## config.mk

```make
export PLATFORM = sky130hd
export DESIGN_NAME = mpu_guard
export DESIGN_NICKNAME = d
export VERILOG_FILES = /design/src/rtl/mpu_guard_pkg.sv /design/src/rtl/mpu_guard_regs.sv /design/src/rtl/mpu_guard_match.sv /design/src/rtl/mpu_guard_decide.sv /design/src/rtl/mpu_guard.sv
export SDC_FILE = /design/constraint.sdc
export NUM_CORES = 1
export LEC_CHECK = 0
export BUFFER_PORTS_ARGS = -buffer_cell sky130_fd_sc_hd__buf_2
export CORE_MARGIN = 1.5
export CORE_UTILIZATION = 35
export DETAILED_ROUTE_END_ITERATION = 16
export MAX_ROUTING_LAYER = met4
export PLACE_DENSITY = 0.5
export SLEW_MARGIN = 20
export SYNTH_ARGS = -nofsm -noshare
export SYNTH_HDL_FRONTEND = slang
export SYNTH_SLANG_ARGS = --single-unit
```

## constraint.sdc

```tcl
create_clock -name clk -period 11.45 [get_ports clk]
set_input_delay 0.5725 -clock clk [delete_from_list [all_inputs] [get_ports clk]]
set_output_delay 0.5725 -clock clk [all_outputs]
set_load 0.005 [all_outputs]
```

## src/rtl/mpu_guard_pkg.sv

```systemverilog
package mpu_guard_pkg;

  localparam int ADDR_W  = 32;
  localparam int GRAN_W  = 5;
  localparam int PAGE_W  = ADDR_W - GRAN_W;
  localparam int APTR_W  = 3;
  localparam int ATTR_W  = 8;

  typedef enum logic [2:0] {
    W_TYPE  = 3'd0,
    W_CTRL  = 3'd1,
    W_SEL   = 3'd2,
    W_BASE  = 3'd3,
    W_LIMIT = 3'd4,
    W_ATTR0 = 3'd5,
    W_ATTR1 = 3'd6
  } word_e;

  typedef struct packed {
    logic [PAGE_W-1:0] start;
    logic [1:0]        share;
    logic [1:0]        perm;
    logic              no_exec;
  } base_t;

  typedef struct packed {
    logic [PAGE_W-1:0] stop;
    logic              rsv;
    logic [APTR_W-1:0] aptr;
    logic              on;
  } lim_t;

  // Inclusive window test on 32-byte granules.
  function automatic logic in_window(logic [PAGE_W-1:0] page,
                                     logic [PAGE_W-1:0] lo,
                                     logic [PAGE_W-1:0] hi,
                                     logic              on);
    return on && (page >= lo) && (page <= hi);
  endfunction

  // Permission outcome for one hit window.
  function automatic logic perm_ok(logic [1:0] perm, logic no_exec,
                                   logic wr, logic fetch, logic priv);
    logic ok;
    ok = 1'b1;
    if (fetch && no_exec) ok = 1'b0;
    if (wr && perm[1])    ok = 1'b0;
    if (!priv && !perm[0]) ok = 1'b0;
    return ok;
  endfunction

  // Pick attribute byte aptr out of the two packed attribute words.
  function automatic logic [ATTR_W-1:0] attr_pick(logic [2*32-1:0] words,
                                                  logic [APTR_W-1:0] aptr);
    return words[{aptr, 3'b000} +: ATTR_W];
  endfunction

endpackage

```

## src/rtl/mpu_guard_regs.sv

```systemverilog
module mpu_guard_regs
  import mpu_guard_pkg::*;
#(
  parameter int NUM_REGIONS = 8
) (
  input  logic                                   clk,
  input  logic                                   rst_n,
  input  logic                                   cfg_wr,
  input  logic [2:0]                             cfg_idx,
  input  logic [31:0]                            cfg_wdata,
  output logic [31:0]                            cfg_rdata,
  output logic [2:0]                             ctrl_bits,
  output logic [NUM_REGIONS-1:0][PAGE_W-1:0]     rg_lo,
  output logic [NUM_REGIONS-1:0][PAGE_W-1:0]     rg_hi,
  output logic [NUM_REGIONS-1:0]                 rg_on,
  output logic [NUM_REGIONS-1:0][1:0]            rg_perm,
  output logic [NUM_REGIONS-1:0]                 rg_nx,
  output logic [NUM_REGIONS-1:0][APTR_W-1:0]     rg_aptr,
  output logic [63:0]                            attr_words
);

  localparam int         SEL_W  = $clog2(NUM_REGIONS);
  localparam logic [7:0] NREG8  = 8'(NUM_REGIONS);
  localparam logic [31:0] TYPE_VAL = {16'h0000, NREG8, 8'h00};

  logic [2:0]  ctrl_q;
  logic [7:0]  sel_q;
  logic [31:0] attr_q [2];
  base_t       base_q [NUM_REGIONS];
  lim_t        lim_q  [NUM_REGIONS];

  logic             sel_ok;
  logic [SEL_W-1:0] sel_idx;

  assign sel_ok  = (sel_q < NREG8);
  assign sel_idx = sel_q[SEL_W-1:0];

  always_ff @(posedge clk) begin
    if (!rst_n) begin
      ctrl_q    <= '0;
      sel_q     <= '0;
      attr_q[0] <= '0;
      attr_q[1] <= '0;
    end else if (cfg_wr) begin
      case (cfg_idx)
        W_CTRL:  ctrl_q    <= cfg_wdata[2:0];
        W_SEL:   sel_q     <= cfg_wdata[7:0];
        W_ATTR0: attr_q[0] <= cfg_wdata;
        W_ATTR1: attr_q[1] <= cfg_wdata;
        default: ;
      endcase
    end
  end

  for (genvar g = 0; g < NUM_REGIONS; g++) begin : g_win
    logic pick;
    assign pick = cfg_wr && sel_ok && (sel_idx == SEL_W'(g));

    always_ff @(posedge clk) begin
      if (!rst_n) begin
        base_q[g] <= '0;
        lim_q[g]  <= '0;
      end else if (pick) begin
        if (cfg_idx == W_BASE)  base_q[g] <= base_t'(cfg_wdata);
        if (cfg_idx == W_LIMIT) lim_q[g]  <= lim_t'({cfg_wdata[31:5], 1'b0, cfg_wdata[3:0]});
      end
    end

    assign rg_lo[g]   = base_q[g].start;
    assign rg_perm[g] = base_q[g].perm;
    assign rg_nx[g]   = base_q[g].no_exec;
    assign rg_hi[g]   = lim_q[g].stop;
    assign rg_aptr[g] = lim_q[g].aptr;
    assign rg_on[g]   = lim_q[g].on;
  end

  always_comb begin
    cfg_rdata = '0;
    case (cfg_idx)
      W_TYPE:  cfg_rdata = TYPE_VAL;
      W_CTRL:  cfg_rdata = {29'b0, ctrl_q};
      W_SEL:   cfg_rdata = {24'b0, sel_q};
      W_BASE:  if (sel_ok) cfg_rdata = base_q[sel_idx];
      W_LIMIT: if (sel_ok) cfg_rdata = lim_q[sel_idx];
      W_ATTR0: cfg_rdata = attr_q[0];
      W_ATTR1: cfg_rdata = attr_q[1];
      default: cfg_rdata = '0;
    endcase
  end

  assign ctrl_bits  = ctrl_q;
  assign attr_words = {attr_q[1], attr_q[0]};

endmodule

```

## src/rtl/mpu_guard_match.sv

```systemverilog
module mpu_guard_match
  import mpu_guard_pkg::*;
#(
  parameter int NUM_REGIONS = 8
) (
  input  logic [ADDR_W-1:0]                  acc_addr,
  input  logic [NUM_REGIONS-1:0][PAGE_W-1:0] rg_lo,
  input  logic [NUM_REGIONS-1:0][PAGE_W-1:0] rg_hi,
  input  logic [NUM_REGIONS-1:0]             rg_on,
  output logic [NUM_REGIONS-1:0]             hit_vec
);

  logic [PAGE_W-1:0] page;
  assign page = acc_addr[ADDR_W-1:GRAN_W];

  for (genvar g = 0; g < NUM_REGIONS; g++) begin : g_cmp
    assign hit_vec[g] = in_window(page, rg_lo[g], rg_hi[g], rg_on[g]);
  end

  logic unused_low;
  assign unused_low = ^acc_addr[GRAN_W-1:0];

endmodule

```

## src/rtl/mpu_guard_decide.sv

```systemverilog
module mpu_guard_decide
  import mpu_guard_pkg::*;
#(
  parameter int NUM_REGIONS = 8
) (
  input  logic [NUM_REGIONS-1:0]             hit_vec,
  input  logic [NUM_REGIONS-1:0][1:0]        rg_perm,
  input  logic [NUM_REGIONS-1:0]             rg_nx,
  input  logic [NUM_REGIONS-1:0][APTR_W-1:0] rg_aptr,
  input  logic [63:0]                        attr_words,
  input  logic [2:0]                         ctrl_bits,
  input  logic                               acc_write,
  input  logic                               acc_fetch,
  input  logic                               acc_priv,
  input  logic                               acc_fault_ctx,
  output logic                               acc_fault,
  output logic [ATTR_W-1:0]                  acc_attr,
  output logic                               check_active,
  output logic [1:0]                         match_perm,
  output logic                               match_nx
);

  localparam int CNT_W = $clog2(NUM_REGIONS + 1);

  logic [CNT_W-1:0]  hit_cnt;
  logic [APTR_W-1:0] match_aptr;

  assign check_active = ctrl_bits[0] && (!acc_fault_ctx || ctrl_bits[1]);

  // Merge the fields of hit windows; meaningful when exactly one hits.
  always_comb begin
    hit_cnt    = '0;
    match_perm = '0;
    match_nx   = 1'b0;
    match_aptr = '0;
    for (int i = 0; i < NUM_REGIONS; i++) begin
      hit_cnt = hit_cnt + CNT_W'(hit_vec[i]);
      if (hit_vec[i]) begin
        match_perm = match_perm | rg_perm[i];
        match_nx   = match_nx   | rg_nx[i];
        match_aptr = match_aptr | rg_aptr[i];
      end
    end
  end

  always_comb begin
    acc_fault = 1'b0;
    acc_attr  = '0;
    if (check_active) begin
      if (hit_cnt == CNT_W'(0)) begin
        acc_fault = !(ctrl_bits[2] && acc_priv);
      end else if (hit_cnt == CNT_W'(1)) begin
        acc_fault = !perm_ok(match_perm, match_nx, acc_write, acc_fetch, acc_priv);
        acc_attr  = attr_pick(attr_words, match_aptr);
      end else begin
        acc_fault = 1'b1;
      end
    end
  end

endmodule

```

## src/rtl/mpu_guard.sv

```systemverilog
module mpu_guard
  import mpu_guard_pkg::*;
#(
  parameter int NUM_REGIONS = 8
) (
  input  logic        clk,
  input  logic        rst_n,
  input  logic        cfg_wr,
  input  logic [2:0]  cfg_idx,
  input  logic [31:0] cfg_wdata,
  output logic [31:0] cfg_rdata,
  input  logic [31:0] acc_addr,
  input  logic        acc_write,
  input  logic        acc_fetch,
  input  logic        acc_priv,
  input  logic        acc_fault_ctx,
  output logic        acc_fault,
  output logic [7:0]  acc_attr
);

  logic [2:0]                             ctrl_bits;
  logic [NUM_REGIONS-1:0][PAGE_W-1:0]     rg_lo;
  logic [NUM_REGIONS-1:0][PAGE_W-1:0]     rg_hi;
  logic [NUM_REGIONS-1:0]                 rg_on;
  logic [NUM_REGIONS-1:0][1:0]            rg_perm;
  logic [NUM_REGIONS-1:0]                 rg_nx;
  logic [NUM_REGIONS-1:0][APTR_W-1:0]     rg_aptr;
  logic [63:0]                            attr_words;
  logic [NUM_REGIONS-1:0]                 hit_vec;
  logic                                   check_active;
  logic [1:0]                             match_perm;
  logic                                   match_nx;

  mpu_guard_regs #(.NUM_REGIONS(NUM_REGIONS)) u_regs (
    .clk        (clk),
    .rst_n      (rst_n),
    .cfg_wr     (cfg_wr),
    .cfg_idx    (cfg_idx),
    .cfg_wdata  (cfg_wdata),
    .cfg_rdata  (cfg_rdata),
    .ctrl_bits  (ctrl_bits),
    .rg_lo      (rg_lo),
    .rg_hi      (rg_hi),
    .rg_on      (rg_on),
    .rg_perm    (rg_perm),
    .rg_nx      (rg_nx),
    .rg_aptr    (rg_aptr),
    .attr_words (attr_words)
  );

  mpu_guard_match #(.NUM_REGIONS(NUM_REGIONS)) u_match (
    .acc_addr (acc_addr),
    .rg_lo    (rg_lo),
    .rg_hi    (rg_hi),
    .rg_on    (rg_on),
    .hit_vec  (hit_vec)
  );

  mpu_guard_decide #(.NUM_REGIONS(NUM_REGIONS)) u_decide (
    .hit_vec       (hit_vec),
    .rg_perm       (rg_perm),
    .rg_nx         (rg_nx),
    .rg_aptr       (rg_aptr),
    .attr_words    (attr_words),
    .ctrl_bits     (ctrl_bits),
    .acc_write     (acc_write),
    .acc_fetch     (acc_fetch),
    .acc_priv      (acc_priv),
    .acc_fault_ctx (acc_fault_ctx),
    .acc_fault     (acc_fault),
    .acc_attr      (acc_attr),
    .check_active  (check_active),
    .match_perm    (match_perm),
    .match_nx      (match_nx)
  );

endmodule

```

* Yosys cells after proc, flatten, opt, wreduce, memory -nomap -nowiden
Memories as Yosys holds them, arrays and structs flattened. A register that Yosys moved wholly into a read port is not among the register bits.
Index checks and enable logic that the tools add are counted.
W data, S select, Z words.
** Word-level totals
- Register bits :: 11
- Latch bits :: 0
- Memory bits (writable) :: 568
- ROM bits :: 0
- Input bits :: 74
- Output and inout bits :: 41
- Logic and storage cells :: 244
- Memories kept :: 3
** Memory list
- u_regs.base_q :: depth 8, bits a word 32, rd ports 9, clocked after Yosys merged registers in 1, write ports 8, line mpu_guard_regs.sv:29 : base_t base_q [NUM_REGIONS];
- u_regs.lim_q :: depth 8, bits a word 31, rd ports 9, clocked after Yosys merged registers in 1, write ports 8, line mpu_guard_regs.sv:30 : lim_t lim_q [NUM_REGIONS];
- u_regs.attr_q :: depth 2, bits a word 32, rd ports 2, clocked after Yosys merged registers in 0, write ports 2, line mpu_guard_regs.sv:28 : logic [31:0] attr_q [2];
** Operators by class
- $add $sub $neg :: 7
- $mul :: 0
- Div/mod/pow operators :: 0
- Order comparisons :: 17
- Equality and inequality tests :: 14
- Shift-type cells :: 1
- Multiplexer cells :: 120
- Bitwise logic cells :: 39
- Reduce and logical (&&, ||, !) cells :: 41
** Operators by type and width (count)
- $mux W32 :: 12
- $mux W31 :: 8
- $pmux W32 S7 :: 1
- $ge A27 B27 Y1 :: 8
- $le A27 B27 Y1 :: 8
- $mux W1 :: 76
- $shiftx A64 B7 Y8 :: 1
- $mux W3 :: 12
- $logic_and A1 B1 Y1 :: 30
- $or A1 B1 Y1 :: 25
- $add A4 B1 Y4 :: 6
- $mux W8 :: 3
- $eq A3 B3 Y1 const B :: 7
- $or A3 B3 Y3 :: 7
- $mux W2 :: 8
- $or A2 B2 Y2 :: 7
- $eq A3 B2 Y1 const B :: 4
- $lt A8 B4 Y1 const B :: 1
- $eq A3 B1 Y1 const B :: 2
- $logic_not A3 Y1 :: 2
- $logic_not A1 Y1 :: 5
- $eq A4 B1 Y1 const B :: 1
- $logic_not A4 Y1 :: 1
- $reduce_and A2 Y1 :: 2
- 2 further kinds :: 2

* Depth between registers and ports, before layout
An unclocked memory read counts as a cell.
- Depth after elaboration :: 30
- Mapped depth :: 24
- Gate-level depth less buffers :: 22

* Hierarchy
A second synthesis with hierarchy kept.
** Second synthesis, totals
- Cells, all modules :: 3527
- Area total of the unflattened synthesis :: 40103.5 um^2
** By module, submodules not included
- mpu_guard_regs :: instances 1, cells each 1897, area each 28334.7 um^2, sequential area each 17336.6 um^2
- mpu_guard_match :: instances 1, cells each 1514, area each 10716.5 um^2, sequential area each 0.0 um^2
- mpu_guard_decide :: instances 1, cells each 116, area each 1052.3 um^2, sequential area each 0.0 um^2

* Worst setup path after synthesis
OpenSTA, ideal clock, no wires.
- Path type :: in2out
- Start point :: input port acc_addr[5]
- End point :: output port acc_attr[5]
- Data arrival time :: 5562 ps
- Data required time :: 10878 ps
- Slack :: 5316 ps
- Stages :: 24
- Buffers on the path :: 2
- Cells stage by stage :: inv_1 ha_1 nand2b_1 nand3_1 a211oi_1 o31a_1 nor4_1 a211o_1 inv_1 ha_1 inv_1 fa_1 fa_1 inv_1 fa_1 fa_1 or2_2 a21oi_1 and3_1 and4_1 buf_2 buf_6 o211ai_1 nand4_1
** Between the ends
- Word-level cells in the longest chain between the ends :: 22
- Elaborated cells on any way between the ends :: 60
- Classes of those cells :: add/sub: 7; order compare: 16; eq/ne: 1; shift: 1; mux: 11; bitwise: 7; reduce/logical: 17
** RTL lines
- start: declaration :: line mpu_guard.sv:12 : input logic [31:0] acc_addr,
- parallel branches: the longest is 20 deep, another holds $ge A27 B27 Y1
- $mux W8 (*) :: line mpu_guard_decide.sv:50 : if (hit_cnt == CNT_W'(0)) begin
- $mux W8 (*) :: line mpu_guard_decide.sv:49 : if (check_active) begin
- end: declaration :: line mpu_guard.sv:18 : output logic [7:0] acc_attr
Every way passes the cells marked *.

==> results_dict.tcl <==
set metrics [dict create \
    path_max_fanout 16 \
    fin_util 0.395 \
    clk_pin_slew_ns 0.06 \
    pin_count 115 \
    synth_edf_count 568 \
    grt_pass1_vias 26618 \
    finalHoldViolCount 0 \
    die_w_um 332 \
    nets 3933 \
    critPathSlowestCell "a2111oi_0" \
    ys_seq_elements 582 \
    setup_viol 0 \
    critPathCaptureType "output pin" \
    max_cap_viol_count 0 \
    placed_area_um2 40200 \
    irDropWorstVdd_uv 88.8 \
    crit_arrival_ns 7.32 \
    wl_per_cell_um 26.7 \
    drc_errors 0 \
    cts_resized 0 \
    syn_to_final_growth_pct 11.9 \
    final_cell_area_um2 42400 \
    synth.avg_cell_area_um2 11.3 \
    start_kind "register" \
    rsz0062_at_grt "no" \
    min_period_over_period 0.690 \
    core_um2 107000 \
    die-area_um2 110000 \
    clock_skew_ns 0.0181 \
    cp_top_family "compound AO/OA/AOI/OAI gates" \
    routed_wl_um 130000 \
    start_util 0.353 \
    layout_commonest_cell "edfxtp_1" \
    totalPowerFinal_mw 5.32 \
    vias_per_cell 5.43 \
    worst_pin_slew_ns 1.23 \
    track_usage 0.243 \
    min_path_type "input port to register" \
    hpwl_um 93700 \
    slew_headroom 0.171 \
    root_buffer "clkbuf_16" \
    ys.flop_type "edfxtp_1" \
    place.gp.congestion 0.891 \
    vias 26501 \
    post-cts-setup-buffers 0 \
    period_minus_slack_ns 7.89 \
    synth_top_area_share 0.451 \
    cts_sinks 582 \
    p_per_area_nw_per_um2 126 \
    hold_buffers 0 \
    synthArstFlopShare 0 \
    cts.path.max_buffers 3 \
    insertion_delay_ns 0.63 \
    drtAntennaViolNets 0 \
    die_h_um 332 \
    antenna_found_initial 18 \
    synth-seq-area-share 0.458 \
    core.rowCount 120 \
    hold_slack_ns 0.318 \
    grt-ovfl-total 0 \
    nFillCells 10400 \
    grt_max_degree 68 \
    crit_top_cell "fa_1" \
    cts_buffers 71 \
    drtIter0Drc 2405 \
    cts_max_level 3 \
    final_cell_mix "edfxtp_1 (568), and2_1 (543), inv_1 (438)" \
    synth_cells 3351 \
    synth_top_cell_by_area "edfxtp_1" \
    p_leak_nw 16.9 \
    reg2reg_slack_ns 8.21 \
    drt_first_pass_iters 6 \
    critical_path.cell_chain "inv_1, ha_1, a21oi_1, o21ai_0, a2111oi_0, o211ai_1, a32oi_1, buf_4, inv_1, fa_1, fa_1, inv_1, fa_1, fa_1, or2_2, a21oi_1, and3_1, and4_1, o211ai_1, nand4_1, buf_2" \
    drive_above_1_share 0.127 \
    max_freq_mhz 127 \
    drv_slew 0 \
    fin_tns_setup_ns 0 \
    synthTopCellsByArea "edfxtp_1 (45%), ha_1 (14%), and2_1 (9.0%)" \
    ys_warn_count 0 \
    required_ns 10.88 \
    synth_nets 3864 \
    max_stage_delay_ns 0.96 \
    io_buffers 109 \
    grt_first_pass_wirelength_um 189000 \
    cp_num_buf_inv 5 \
    synth_area_um2 37800 \
    cts_tree "yes" \
    synth_cell_types 72 \
    critPathKind "register to output pin" \
    outcome "finished, final reports clean" \
]
==> flip-flops by register name (all words and copies together), names as in the netlist, named ones only <==
register / flops
u_regs.attr_q: 64
u_regs.base_q: 256
u_regs.ctrl_bits: 3
u_regs.lim_q: 248
u_regs.sel_q: 8
==> per-layer routing <==
| metal | GRT usage | part of all wire | vias up | routed length (um) |
|---|---|---|---|---|
| li1 | - | - | 12368 | - |
| met1 | 0.316 | 0.44 | 13231 | 57400 |
| met2 | 0.398 | 0.48 | 730 | 62400 |
| met3 | 0.0342 | 0.056 | 172 | 7340 |
| met4 | 0.0636 | 0.025 | 0 | 3210 |
| met5 | - | 0 | - | 0 |
==> cell type report <==
class | count | area (um2) | area share
Antenna cell | 8 | 20.0 | 0.000473
Tap cell | 1403 | 1760 | 0.0414
Timing Repair Buffer | 160 | 941 | 0.0222
Multi-Input combinational cell | 2167 | 18500 | 0.437
Clock inverter | 41 | 263 | 0.00620
Inverter | 438 | 1640 | 0.0388
Clock buffer | 85 | 1890 | 0.0447
Sequential cell | 582 | 17300 | 0.409
==> synthesized netlist by cell type, types with 10 or more instances <==
| cell | number |
|---|---|
| ha_1 | 435 |
| and3_1 | 46 |
| inv_1 | 438 |
| nand2_1 | 127 |
| nor3_1 | 15 |
| mux2i_1 | 35 |
| a21boi_0 | 42 |
| a21o_1 | 39 |
| nor2b_1 | 12 |
| mux4_2 | 126 |
| buf_1 | 16 |
| nor2_1 | 57 |
| a211oi_1 | 30 |
| and2_1 | 543 |
| a221oi_1 | 10 |
| nand3_1 | 64 |
| clkbuf_1 | 142 |
| and4_1 | 11 |
| edfxtp_1 | 568 |
| o21ai_0 | 133 |
| a22oi_1 | 12 |
| a21oi_1 | 151 |
| dfxtp_1 | 14 |
| o211ai_1 | 37 |
| nand2b_1 | 10 |
| nand4_1 | 81 |
| a222oi_1 | 33 |
==> per-stage QoR <==
step	std cells	setup slack, ns
after floorplan	3351	5.32
after global placement	4750	3.59
after detailed placement	4750	3.51
after CTS	4876	3.47
after global routing	4879	3.19
final	4884	3.56
==> cells by family (layout without fill, tap and decap cells) <==
| kind of cell | count (synthesis) | count (layout) | share of synthesized area |
|---|---|---|---|
| adders and majority gates | 439 | 439 | 0.146 |
| AOI/OAI and AO/OA | 555 | 555 | 0.0964 |
| DFF | 582 | 582 | 0.458 |
| buffers and inverters | 602 | 724 | 0.0601 |
| muxes | 169 | 169 | 0.0866 |
| and+or+nand+nor | 1004 | 1004 | 0.153 |
| other | 0 | 8 | 0 |
==> path summary, 6_finish.rpt <==
kind,cells past startpoint,start,endpoint
setup / recovery,21,u_regs.lim_q[2][8]$_SDFFCE_PN0P_,acc_attr[5]
hold / removal,3,cfg_wdata[4],u_regs.sel_q[4]$_SDFFE_PN0P_
setup reg to reg,6,u_regs.sel_q[3]$_SDFFE_PN0P_,u_regs.lim_q[6][26]$_SDFFCE_PN0P_
hold reg to reg,2,u_regs.sel_q[4]$_SDFFE_PN0P_,u_regs.sel_q[4]$_SDFFE_PN0P_
==> worst min-delay path, delay by kind of cell <==
family                 cells  cell delay (ns)
AOI/OAI and AO/OA          1             0.07
buffers and inverters      1             0.17
and+or+nand+nor            1             0.08
==> where the power goes <==
part / total (mW) / internal (mW) / leakage (nW) / switching [mW]
clock network: 2.18 / 1.22 / 1.06 / 0.955
logic: 0.678 / 0.232 / 9.88 / 0.447
registers: 2.47 / 2.42 / 5.93 / 0.0500
total: 5.32 / 3.87 / 16.9 / 1.45
No activity file was read; power rests on OpenSTA's default activity.
